==> src/rtl/cr_ffirst_seq.sv <==
module cr_ffirst_seq #(
  parameter int NF  = 8,
  parameter int VLW = 4
) (
  input  logic                 clk,
  input  logic                 rst_n,
  input  logic                 start,
  input  logic [VLW-1:0]       vl_in,
  input  logic                 rev,
  input  logic                 ff_en,
  input  logic                 fmt5,
  input  logic                 inv,
  input  logic                 vli,
  input  logic [1:0]           crbit,
  input  logic                 zz,
  input  logic                 snz,
  input  logic [3:0]           op_tt,
  input  logic [$clog2(NF)+1:0] idx_a,
  input  logic [$clog2(NF)+1:0] idx_b,
  input  logic [$clog2(NF)+1:0] idx_t,
  input  logic [(1<<VLW)-1:0]  pmask,
  input  logic [NF*4-1:0]      cr_in,
  output logic                 wr_en,
  output logic [$clog2(NF)-1:0] wr_field,
  output logic [3:0]           wr_data,
  output logic [VLW-1:0]       vl_out,
  output logic                 done
);
  localparam int FW = $clog2(NF);
  localparam int IW = FW + 2;
  localparam int MW = 1 << VLW;
  typedef logic [FW-1:0] fw_t;

  logic           busy;
  logic [VLW-1:0] k, vl_q;
  logic           rev_q, ff_q, f5_q, inv_q, vli_q, zz_q, snz_q;
  logic [1:0]     cb_q;
  logic [3:0]     tt_q;
  logic [IW-1:0]  ia_q, ib_q, it_q;
  logic [MW-1:0]  pm_q;
  logic [NF*4-1:0] crr;

  logic [VLW-1:0] e;
  fw_t            off, fa, fb, ft;
  logic [3:0]     va, vb, vt, res5, res3, res;
  logic           pred, active, av, bv, r5, tbit, fail, last;

  assign e    = rev_q ? (vl_q - 1'b1 - k) : k;
  assign off  = e[FW-1:0];
  assign fa   = (f5_q ? ia_q[IW-1:2] : ia_q[FW-1:0]) + off;
  assign fb   = (f5_q ? ib_q[IW-1:2] : ib_q[FW-1:0]) + off;
  assign ft   = (f5_q ? it_q[IW-1:2] : it_q[FW-1:0]) + off;
  assign va   = crr[{fa, 2'b00} +: 4];
  assign vb   = crr[{fb, 2'b00} +: 4];
  assign vt   = crr[{ft, 2'b00} +: 4];
  assign pred   = pm_q[e];
  assign active = busy & (pred | zz_q);
  assign av   = va[~ia_q[1:0]];
  assign bv   = vb[~ib_q[1:0]];
  assign r5   = pred ? tt_q[{av, bv}] : snz_q;

  always_comb begin
    res5 = vt;
    res5[~it_q[1:0]] = r5;
    for (int j = 0; j < 4; j++)
      res3[j] = pred ? tt_q[{va[j], vb[j]}] : snz_q;
  end

  assign res  = f5_q ? res5 : res3;
  assign tbit = f5_q ? r5 : res3[~cb_q];
  assign fail = active & ff_q & (tbit == inv_q);
  assign last = (k == vl_q - 1'b1);

  assign wr_en    = active;
  assign wr_field = ft;
  assign wr_data  = res;

  always_ff @(posedge clk or negedge rst_n) begin
    if (!rst_n) begin
      busy <= 1'b0; done <= 1'b0; vl_out <= '0; k <= '0; vl_q <= '0;
      rev_q <= 1'b0; ff_q <= 1'b0; f5_q <= 1'b0; inv_q <= 1'b0; vli_q <= 1'b0;
      zz_q <= 1'b0; snz_q <= 1'b0; cb_q <= '0; tt_q <= '0;
      ia_q <= '0; ib_q <= '0; it_q <= '0; pm_q <= '0; crr <= '0;
    end else begin
      done <= 1'b0;
      if (!busy) begin
        if (start) begin
          vl_q <= vl_in; k <= '0;
          rev_q <= rev; ff_q <= ff_en; f5_q <= fmt5; inv_q <= inv; vli_q <= vli;
          zz_q <= zz; snz_q <= snz; cb_q <= crbit; tt_q <= op_tt;
          ia_q <= idx_a; ib_q <= idx_b; it_q <= idx_t; pm_q <= pmask; crr <= cr_in;
          if (vl_in == '0) begin
            done <= 1'b1; vl_out <= '0;
          end else begin
            busy <= 1'b1;
          end
        end
      end else begin
        if (active) crr[{ft, 2'b00} +: 4] <= res;
        k <= k + 1'b1;
        if (fail) begin
          busy <= 1'b0; done <= 1'b1; vl_out <= k + VLW'(vli_q);
        end else if (last) begin
          busy <= 1'b0; done <= 1'b1; vl_out <= vl_q;
        end
      end
    end
  end

  AST_WR_STEP: assert property (@(posedge clk) disable iff (!rst_n)
    wr_en && $past(wr_en) |-> wr_field == fw_t'($past(wr_field) + (rev_q ? fw_t'('1) : fw_t'(1))));
  AST_FAIL_STOP: assert property (@(posedge clk) disable iff (!rst_n)
    fail |=> done && !wr_en);
  AST_DONE_QUIET: assert property (@(posedge clk) disable iff (!rst_n)
    done |-> !wr_en && vl_out <= vl_q);
  AST_FULL_LEN: assert property (@(posedge clk) disable iff (!rst_n)
    done && !ff_q |-> vl_out == vl_q);
  AST_ZERO_LEN: assert property (@(posedge clk) disable iff (!rst_n)
    start && !busy && vl_in == '0 |=> done && !wr_en && vl_out == '0);
endmodule

==> config.mk <==
export PLATFORM = sky130hd
export DESIGN_NAME = cr_ffirst_seq
export DESIGN_NICKNAME = d
export VERILOG_FILES = /design/src/rtl/cr_ffirst_seq.sv
export SDC_FILE = /design/constraint.sdc
export NUM_CORES = 1
export LEC_CHECK = 0
export ABC_AREA = 1
export BUFFER_PORTS_ARGS = -buffer_cell sky130_fd_sc_hd__buf_2
export CELL_PAD_IN_SITES_DETAIL_PLACEMENT = 0
export CELL_PAD_IN_SITES_GLOBAL_PLACEMENT = 1
export CORE_MARGIN = 2
export CORE_UTILIZATION = 45
export CTS_BUF_LIST = sky130_fd_sc_hd__clkbuf_2
export DETAILED_ROUTE_END_ITERATION = 12
export PLACE_DENSITY_LB_ADDON = 0.1
export SLEW_MARGIN = 20
export SYNTH_ARGS = -nofsm -noshare
export SYNTH_HDL_FRONTEND = slang
export SYNTH_SLANG_ARGS = --single-unit
export TNS_END_PERCENT = 10
==> constraint.sdc <==
create_clock -name clk -period 13.6 [get_ports clk]
set_input_delay 0 -clock clk [delete_from_list [all_inputs] [get_ports clk]]
set_output_delay 0 -clock clk [all_outputs]
set_load 0.05 [all_outputs]
==> impl_metrics.tcl, run 1 <==
set metrics [dict create \
    status "complete, no violations" \
    max_freq_ghz 0.193 \
    drv_cap 0 \
    startpoint "vl_q[0]" \
    yosys_register_bits 90 \
    routedWlPerCell_um 15.6 \
    synth_top_area_share_pct 34.6 \
    drive_gt1_share_pct 15.3 \
    hold_viol 0 \
    post_cts_resized 0 \
    drt_iter0_drc 501 \
    synthArstFlopShare_pct 100 \
    syn_to_final_growth_pct 23.9 \
    numClockSinks 90 \
    drv_slew 0 \
    synth_top_family_by_area "simple AND/OR/NAND/NOR gates" \
    antenna_left 0 \
    clk_pin_slew_ns 0.27 \
    r2r_cells 16 \
    worstPathMaxFanout 10 \
    die_h_um 124 \
    routed_via_density 5.25 \
    synth_top_area_cell "dfrtp_1" \
    r2r_setup_slack_ns 8.58 \
    clock-root-buffer "clkbuf_2" \
    antenna_found_initial 1 \
    post-route-period-util_pct 38.0 \
    die_w_um 124 \
    post-dp-hpwl_um 14900 \
    drt_pass1_iterations 8 \
    synthMuxAreaShare_pct 0 \
    clock_latency_ns 0.61 \
    postCtsHoldBufs 84 \
    cp-start-kind "flop" \
    clockBufferDepth 2 \
    reg2reg_to "crr[28]" \
    yosysUniqueCellTypes 43 \
    synth_compound_area_share_pct 12.7 \
    reg2reg_from "vl_q[0]" \
    cp.arrival_ns 5.17 \
    io_buffers 95 \
    synth_nets 1080 \
    grt_pass1_vias 6400 \
    endpoint "wr_data[0]" \
    num_io_pins 96 \
    htreeDepth 3 \
    period_minus_slack_ns 5.17 \
    overflow 0 \
    synth-simple-area-share_pct 40.8 \
    drt_wl_total_um 20600 \
    route.detailed.drc 0 \
    grt_first_pass_wirelength_um 32900 \
    final.setup.tns_ns 0 \
    vias 6937 \
    hold_class "input pin to flop" \
    grt_max_degree 73 \
    worstMarginPinSlew_ns 1.10 \
    synth_xor_area_share_pct 0.905 \
    synth.top_cells.by_count "nand2_1 (333), nor2_1 (128), nand3_1 (101)" \
    rsz0062_at_grt "false" \
    seq_area_frac_synth_pct 34.6 \
    syn_avg_cell_area_um2 6.65 \
    cts_buffers 9 \
    cts_tree "yes" \
    synthFlopType "dfrtp_1" \
    nets 1239 \
    crit_type "flop to output port" \
    synth_edf_count 0 \
    setup_viol 0 \
    syn-cell-area_um2 6500 \
    core_area_um2 14000 \
    grt_usage_pct 28.2 \
    placementRows 43 \
    slew_headroom_pct 26.4 \
    ys_warn_count 0 \
    cp-end-kind "output port" \
    min_from "pmask[1]" \
    synth.area.top_cells "dfrtp_1 (35%), nand2_1 (19%), nand3_1 (7.8%)" \
    cp.required_ns 13.60 \
    design.die.area_um2 15400 \
    cts_setup_buffers 0 \
    finClkSkew_ns 0.0429 \
    synth.most_common_cell "nand2_1" \
    synth-adder-area-share_pct 4.12 \
    syn_inst 978 \
    gp_congestion 0.898 \
    start_util_pct 46.5 \
]
-- cells by family after synthesis --
group	Yosys count
xor+xnor	5
fa+ha+maj	19
buf+inv	109
simple gates	611
flops	90
compound gates	144
-- layout by cell type (no fill, tap or decap), drive strengths merged --
master	instances
nand2	359
nand3b	3
fa	4
o21a	1
nand4	3
a22o	1
a21oi	47
o211ai	4
dfrtp	90
clkbuf	9
clkinv	5
diode	1
bufinv	2
nor2	132
ha	15
xor2	5
dlygate4sd3	83
buf	98
a31oi	9
o22ai	3
nor3	5
nand3	105
clkinvlp	1
inv	74
o21ai	65
a221oi	2
a22oi	12
or2	1
nor4	3
-- sequential cells by signal (all words and copies together) (netlist names), 5 cells and up --
signal / cells
it_q: 5
crr: 32
ia_q: 5
pm_q: 16
ib_q: 5
-- worst max-delay path, stage by stage, from the launching register on --
cell and delay (ns):
dfrtp_1 0.42, inv_1 0.08, ha_1 0.34, fa_1 0.45, nand2_1 0.09, o21ai_2 0.18
fa_1 0.79, clkinv_1 0.32, o21ai_0 0.16, a21oi_1 0.06, a21oi_1 0.28, nand3_1 0.14
nand2_1 0.14, nand2_1 0.06, nand3_1 0.06, nand2_1 0.05, nand3_1 0.07, nand2_1 0.07
nand2_1 0.08, nand2_2 0.07, nand2_4 0.10, o21ai_1 0.08, inv_2 0.16, buf_2 0.30
-- final cells by class --
class | instances | area [um^2]
diodes | 1 | 2.50
clock buffers | 9 | 45.0
clock inverters | 6 | 90.1
fillers | 1433 | 5930
inverters | 76 | 285
multi-input cells | 779 | 3810
flip-flops and latches | 90 | 2250
well taps | 180 | 225
repair buffers | 181 | 1340
-- metrics by stage --
stage	cells	area, um^2	utilization, %	hold slack (ns)	setup WS (ns)
floorplan	978	6500	-	-0.296	8.96
global placement	1222	7070	50.5	-0.0387	8.81
detailed placement	1222	7070	50.5	-0.0323	8.71
CTS	1321	8050	57.6	0.0478	8.45
global route	1322	8050	57.6	0.0629	8.03
finish	1322	8050	57.6	0.111	8.43
-- how the worst min path moves through the flow --
stage | to | slack [ns] | depth (start not counted)
2_1_floorplan | busy | -0.30 | 0
3_3_place_gp | done | -0.04 | 1
3_5_place_dp | done | -0.03 | 1
4_1_cts | pm_q[1] | 0.05 | 4
5_1_grt | snz_q | 0.06 | 4
6_report | pm_q[1] | 0.11 | 4
-- metal layers --
layer	part of all wire [%]	routed length [um]	global-route usage, %
met1	46	9470	39.0
met2	47	9630	45.8
met3	5.1	1060	3.85
met4	2.3	482	8.78
met5	0	0	0
Power of run 1 is not shown: default switching activity piles up to over one toggle a cycle in this logic, so the estimate is an artifact.
==> inputs of run 2 (changes only) <==
--- a/config.mk
+++ b/config.mk
@@ -10,7 +10,7 @@
 export CELL_PAD_IN_SITES_DETAIL_PLACEMENT = 0
 export CELL_PAD_IN_SITES_GLOBAL_PLACEMENT = 1
 export CORE_MARGIN = 2
-export CORE_UTILIZATION = 45
+export CORE_UTILIZATION = 38
 export CTS_BUF_LIST = sky130_fd_sc_hd__clkbuf_2
 export DETAILED_ROUTE_END_ITERATION = 12
 export PLACE_DENSITY_LB_ADDON = 0.1
==> constraint.sdc (replaced) <==
create_clock -name clk -period 4.62 [get_ports clk]
set_input_delay 0 -clock clk [delete_from_list [all_inputs] [get_ports clk]]
set_output_delay 0 -clock clk [all_outputs]
set_load 0.05 [all_outputs]
==> run 2 against run 1 <==
Net effect: clock-buffer cell count is 1 higher; global-route usage decreased by 3.3 points; die area grew 18%; sequential share of layout area is 1.2 points lower; final area up 4.5%; first-iteration DRC count is 14% lower; hold slack got worse by 0.0077 ns; critical endpoint is now wr_data[1]; largest cell class unchanged.
==> impl_metrics.tcl, run 2 (same netlist as run 1, synthesis figures left out) <==
set metrics [dict create \
    status "complete, no violations" \
    min_from "pmask[0]" \
    grt_first_pass_wirelength_um 35100 \
    cp_common_cell "nand2_1" \
    utilization_pct 50.6 \
    drt_iter0_drc 429 \
    route.detailed.drc 0 \
    worst_slack_ns 0.197 \
    crit_type "flop to output port" \
    core_area_um2 16600 \
    cts_buffers 9 \
    critical_path.top_delay_family "adder cells" \
    largest_register "crr" \
    dp_cells 1281 \
    htreeDepth 3 \
    numClockSinks 90 \
    syn_to_final_growth_pct 29.4 \
    final_cell_mix "nand2_1 (330), nor2_1 (126), nand3_1 (101)" \
    num_io_pins 96 \
    overflow 0 \
    routedWlPerCell_um 15.7 \
    pre_cts_ws_ns 0.277 \
    routed_via_density 5.05 \
    worstMarginPinSlew_ns 0.756 \
    cp.arrival_ns 4.42 \
    grt_usage_pct 24.9 \
    die_h_um 135 \
    hold_class "input pin to flop" \
    post-dp-hpwl_um 16200 \
    nets 1269 \
    reg2reg_from "vl_q[0]" \
    hold_viol 0 \
    slowest_delay_ns 0.64 \
    top_regs "crr: 32 flops, pm_q: 16 flops" \
    clockBufferDepth 2 \
    clk_pin_slew_ns 0.26 \
    antenna_found_initial 1 \
    critPathBufInv 5 \
    gp_congestion 0.877 \
    largest_reg_flops 32 \
    post-route-period-util_pct 95.7 \
    start_util_pct 39.1 \
    reg2reg_to "crr[13]" \
    drv_slew 0 \
    grt_max_degree 73 \
    grt_pass1_vias 6762 \
    finClkSkew_ns 0.0344 \
    r2r_cells 26 \
    slowest_stage "fa_2" \
    clock_latency_ns 0.60 \
    cp-end-kind "output port" \
    design.die.area_um2 18200 \
    drv_cap 0 \
    placementRows 47 \
    final_common_cell "nand2_1" \
    antenna_left 0 \
    hold_end "pm_q[0]" \
    drt_pass1_iterations 7 \
    max_freq_ghz 0.226 \
    cp-start-kind "flop" \
    path_cells "buf_4 -> ha_4 -> fa_1 -> nand2_2 -> o21ai_4 -> fa_2 -> clkinvlp_4 -> buf_4 -> a21oi_2 -> nand3_1 -> nand2_2 -> nand2_1 -> nand3_1 -> nand2_1 -> nand3_1 -> nand2_1 -> nand2_1 -> nand2_2 -> nand2_4 -> o21ai_2 -> inv_2 -> buf_6" \
    period_minus_slack_ns 4.42 \
    worstPathMaxFanout 6 \
    cts_tree "yes" \
    hold_depth 4 \
    setup_viol 0 \
    vias 7033 \
    io_buffers 95 \
    slew_headroom_pct 49.6 \
    clock-root-buffer "clkbuf_2" \
    drt_wl_total_um 21800 \
    layout.cells.non_filler 1392 \
    die_w_um 135 \
    r2r_setup_slack_ns 0.39 \
    drive_gt1_share_pct 19.4 \
    cp.required_ns 4.62 \
]
[run 2: cell count changes in the layout (fill, tap and decap cells not counted), sizes merged]
cell / change
buf: +29
bufinv: -1
clkbuf: +1
clkinv: -1
clkinvlp: +1
inv: +1
[run 2: worst min-delay path: stages]
cell           delay, ns
dlygate4sd3_1       0.51
buf_2               0.09
nand2_1             0.04
nand2_1             0.05
[run 2: how the worst max path moves through the flow]
| stage | slack (ns) | to | cells after the start | from |
|---|---|---|---|---|
| 2_1_floorplan | 0.13 | crr[28] | 17 | vl_q[0] |
| 3_3_place_gp | 0.25 | vl_out[3] | 28 | vl_q[0] |
| 3_5_place_dp | 0.28 | vl_out[3] | 28 | vl_q[0] |
| 4_1_cts | -0.006 | wr_data[2] | 22 | vl_q[0] |
| 5_1_grt | -0.004 | wr_data[1] | 23 | rev_q |
| 6_report | 0.20 | wr_data[1] | 22 | vl_q[0] |
[run 2: area by class of cell]
type	count	area [um^2]
clock inverter	5	55.1
inverter	76	288
multi-input combinational	779	3890
clock buffer	10	50.0
antenna	1	2.50
fill	1746	8230
timing repair inverter	1	7.51
tap	220	275
timing repair buffer	210	1590
sequential	90	2250
[run 2: metal layers]
layer	up-vias	global-route usage [%]	wire length (um)
li1	3539	-	-
met1	3322	34.0	10100
met2	145	41.1	10400
met3	27	3.90	816
met4	0	7.13	496
met5	-	0	0
[run 2: through the flow]
step | area (um^2) | setup TNS [ns] | hold WS (ns)
after global routing | 8410 | -0.00631 | 0.0638
after detailed placement | 7260 | 0 | -0.0236
after CTS | 8240 | -0.00561 | 0.0551
final | 8410 | 0 | 0.103
after global placement | 7260 | 0 | -0.0245
after floorplan | 6500 | 0 | -0.296
[run 2: repair_timing]
item / in CTS / in global routing
endpoints found under the hold margin: 178 / 0
resized for setup: 9 / 23
setup buffers: 0 / 10
hold buffers: 84 / 0
gates cloned: 0 / 1
setup endpoints to repair: 4 / 8
pin swaps: 0 / 5
Power of run 2 is left out for the same reason.
==> inputs of run 3 (changes only) <==
--- a/config.mk
+++ b/config.mk
@@ -6,7 +6,7 @@
 export NUM_CORES = 1
 export LEC_CHECK = 0
 export ABC_AREA = 1
-export BUFFER_PORTS_ARGS = -buffer_cell sky130_fd_sc_hd__buf_2
+export BUFFER_PORTS_ARGS = -buffer_cell sky130_fd_sc_hd__buf_4
 export CELL_PAD_IN_SITES_DETAIL_PLACEMENT = 0
 export CELL_PAD_IN_SITES_GLOBAL_PLACEMENT = 1
 export CORE_MARGIN = 2
==> run 3 against run 2 <==
Net effect: final area is 2.7% higher; maximum frequency about the same; die area unchanged; critical path type unchanged; clock-buffer cell count stayed put; wire length is 0.78% higher; hold slack improved by 0.0058 ns; core utilization grew 1.4 points.
==> impl_metrics.tcl, run 3 (same netlist as run 1, synthesis figures left out) <==
set metrics [dict create \
    antenna_left 0 \
    max_freq_ghz 0.226 \
    grt_usage_pct 25.2 \
    min_from "idx_a[3]" \
    layout.cells.non_filler 1389 \
    cp.arrival_ns 4.42 \
    drive_gt1_share_pct 19.1 \
    syn_to_final_growth_pct 32.9 \
    drv_cap 0 \
    hold_depth 4 \
    rsz0062_at_grt "true" \
    setup_viol 0 \
    period_minus_slack_ns 4.42 \
    clk_pin_slew_ns 0.28 \
    largest_reg_flops 32 \
    route.detailed.drc 0 \
    io_buffers 95 \
    final_cell_mix "nand2_1 (332), nor2_1 (125), buf_4 (119)" \
    hold_viol 0 \
    die_w_um 135 \
    core_area_um2 16600 \
    r2r_setup_slack_ns 0.39 \
    routedWlPerCell_um 15.8 \
    overflow 0 \
    r2r_cells 17 \
    clock_latency_ns 0.61 \
    whs_ns 0.109 \
    hold_end "ia_q[3]" \
    design.die.area_um2 18200 \
    placementRows 47 \
    drv_slew 0 \
    drt_iter0_drc 452 \
    seqCellArea_um2 2250 \
    dp_cells 1282 \
    fill_cells 1717 \
    slowest_stage "fa_2" \
    post-dp-hpwl_um 16300 \
    grt_max_degree 73 \
    die_h_um 135 \
    routed_via_density 5.05 \
    start_util_pct 39.1 \
    cp-start-kind "flop" \
    slew_headroom_pct 47.3 \
    cp_common_cell "nand2_1" \
    path_cells "buf_4 -> ha_1 -> fa_1 -> nand2_1 -> o21ai_4 -> fa_2 -> buf_4 -> nand2_1 -> a21oi_2 -> a21oi_2 -> nand3_1 -> nand2_1 -> nand2_1 -> nand3_1 -> nand2_1 -> nand3_1 -> nand2_1 -> nand2_1 -> nand2_2 -> nand2_4 -> o21ai_2 -> inv_2 -> buf_6" \
    cts_tree "yes" \
    largest_register "crr" \
    antenna_found_initial 1 \
    drt_wl_total_um 22000 \
    multi_input_area_um2 3890 \
    numClockSinks 90 \
    cp.required_ns 4.62 \
    post-route-period-util_pct 95.7 \
    hold_class "input pin to flop" \
    clockBufferDepth 2 \
    reg2reg_to "crr[7]" \
    top_regs "crr: 32 flops, pm_q: 16 flops" \
    slowest_delay_ns 0.51 \
    htreeDepth 3 \
    finClkSkew_ns 0.0295 \
    worstPathMaxFanout 6 \
    nets 1265 \
    status "complete, no violations" \
    final_common_cell "nand2_1" \
    grt_first_pass_wirelength_um 35700 \
    gp_congestion 0.906 \
    cts_buffers 9 \
    clock-root-buffer "clkbuf_2" \
    vias 7015 \
    worstMarginPinSlew_ns 0.791 \
    crit_type "flop to output port" \
    cp-end-kind "output port" \
    grt_pass1_vias 6876 \
    drt_pass1_iterations 6 \
    reg2reg_from "vl_q[0]" \
    num_io_pins 96 \
]
[run 3: cell types whose count changed in the layout (fill, tap and decap cells not counted), sizes merged]
cell and change:
buf -3, bufinv +1, clkinv -1
[run 3: worst max path at each step]
stage               startpoint         end  slack [ns]  cells after the start
finish                 vl_q[0]  wr_data[1]        0.20                     23
global route           vl_q[0]  wr_data[1]       -0.03                     23
CTS                    vl_q[0]  wr_data[1]      0.0008                     23
detailed placement     vl_q[0]   vl_out[1]        0.23                     28
global placement       vl_q[0]   vl_out[0]        0.25                     28
floorplan              vl_q[0]     crr[28]        0.13                     17
[run 3: layout make-up]
type | instances | area share, %
Clock buffer | 10 | 0.579
Sequential cell | 90 | 26.1
Multi-Input combinational cell | 779 | 45.1
Tap cell | 220 | 3.19
Clock inverter | 6 | 1.04
Timing Repair Buffer | 207 | 20.7
Antenna cell | 1 | 0.0290
Inverter | 76 | 3.33
[run 3: layer usage]
metal / track usage (%) / part of all wire (%)
met5: 0 / 0
met4: 8.25 / 2.7
met3: 3.90 / 4.3
met2: 40.9 / 47
met1: 34.5 / 46
[run 3: repair_timing]
item,in CTS,in global routing
setup endpoints to repair,4,6
pin swaps,0,6
hold endpoints to repair,178,0
buffers inserted,0,6
hold buffers,84,0
gates resized for setup,3,24
[run 3: through the flow]
stage          TNS (ns)  util, %  instance area [um^2]  setup slack (ns)
4_1_cts               0     51.1                  8500          0.000772
5_1_grt         -0.0497     51.9                  8640           -0.0255
3_5_place_dp          0     45.1                  7500             0.228
3_3_place_gp          0     45.1                  7500             0.250
2_1_floorplan         0        -                  6500             0.129
6_report              0     51.9                  8640             0.199
[run 3: critical path: cells and delay by family (launching register included)]
kind | cells | cell delay (ns)
AO/OA/AOI/OAI | 4 | 0.45
adder cells (fa/ha/maj) | 3 | 1.20
buffers and inverters | 4 | 0.64
flip-flops | 1 | 0.45
AND/OR/NAND/NOR | 12 | 1.06
Power of run 3 is left out for the same reason.
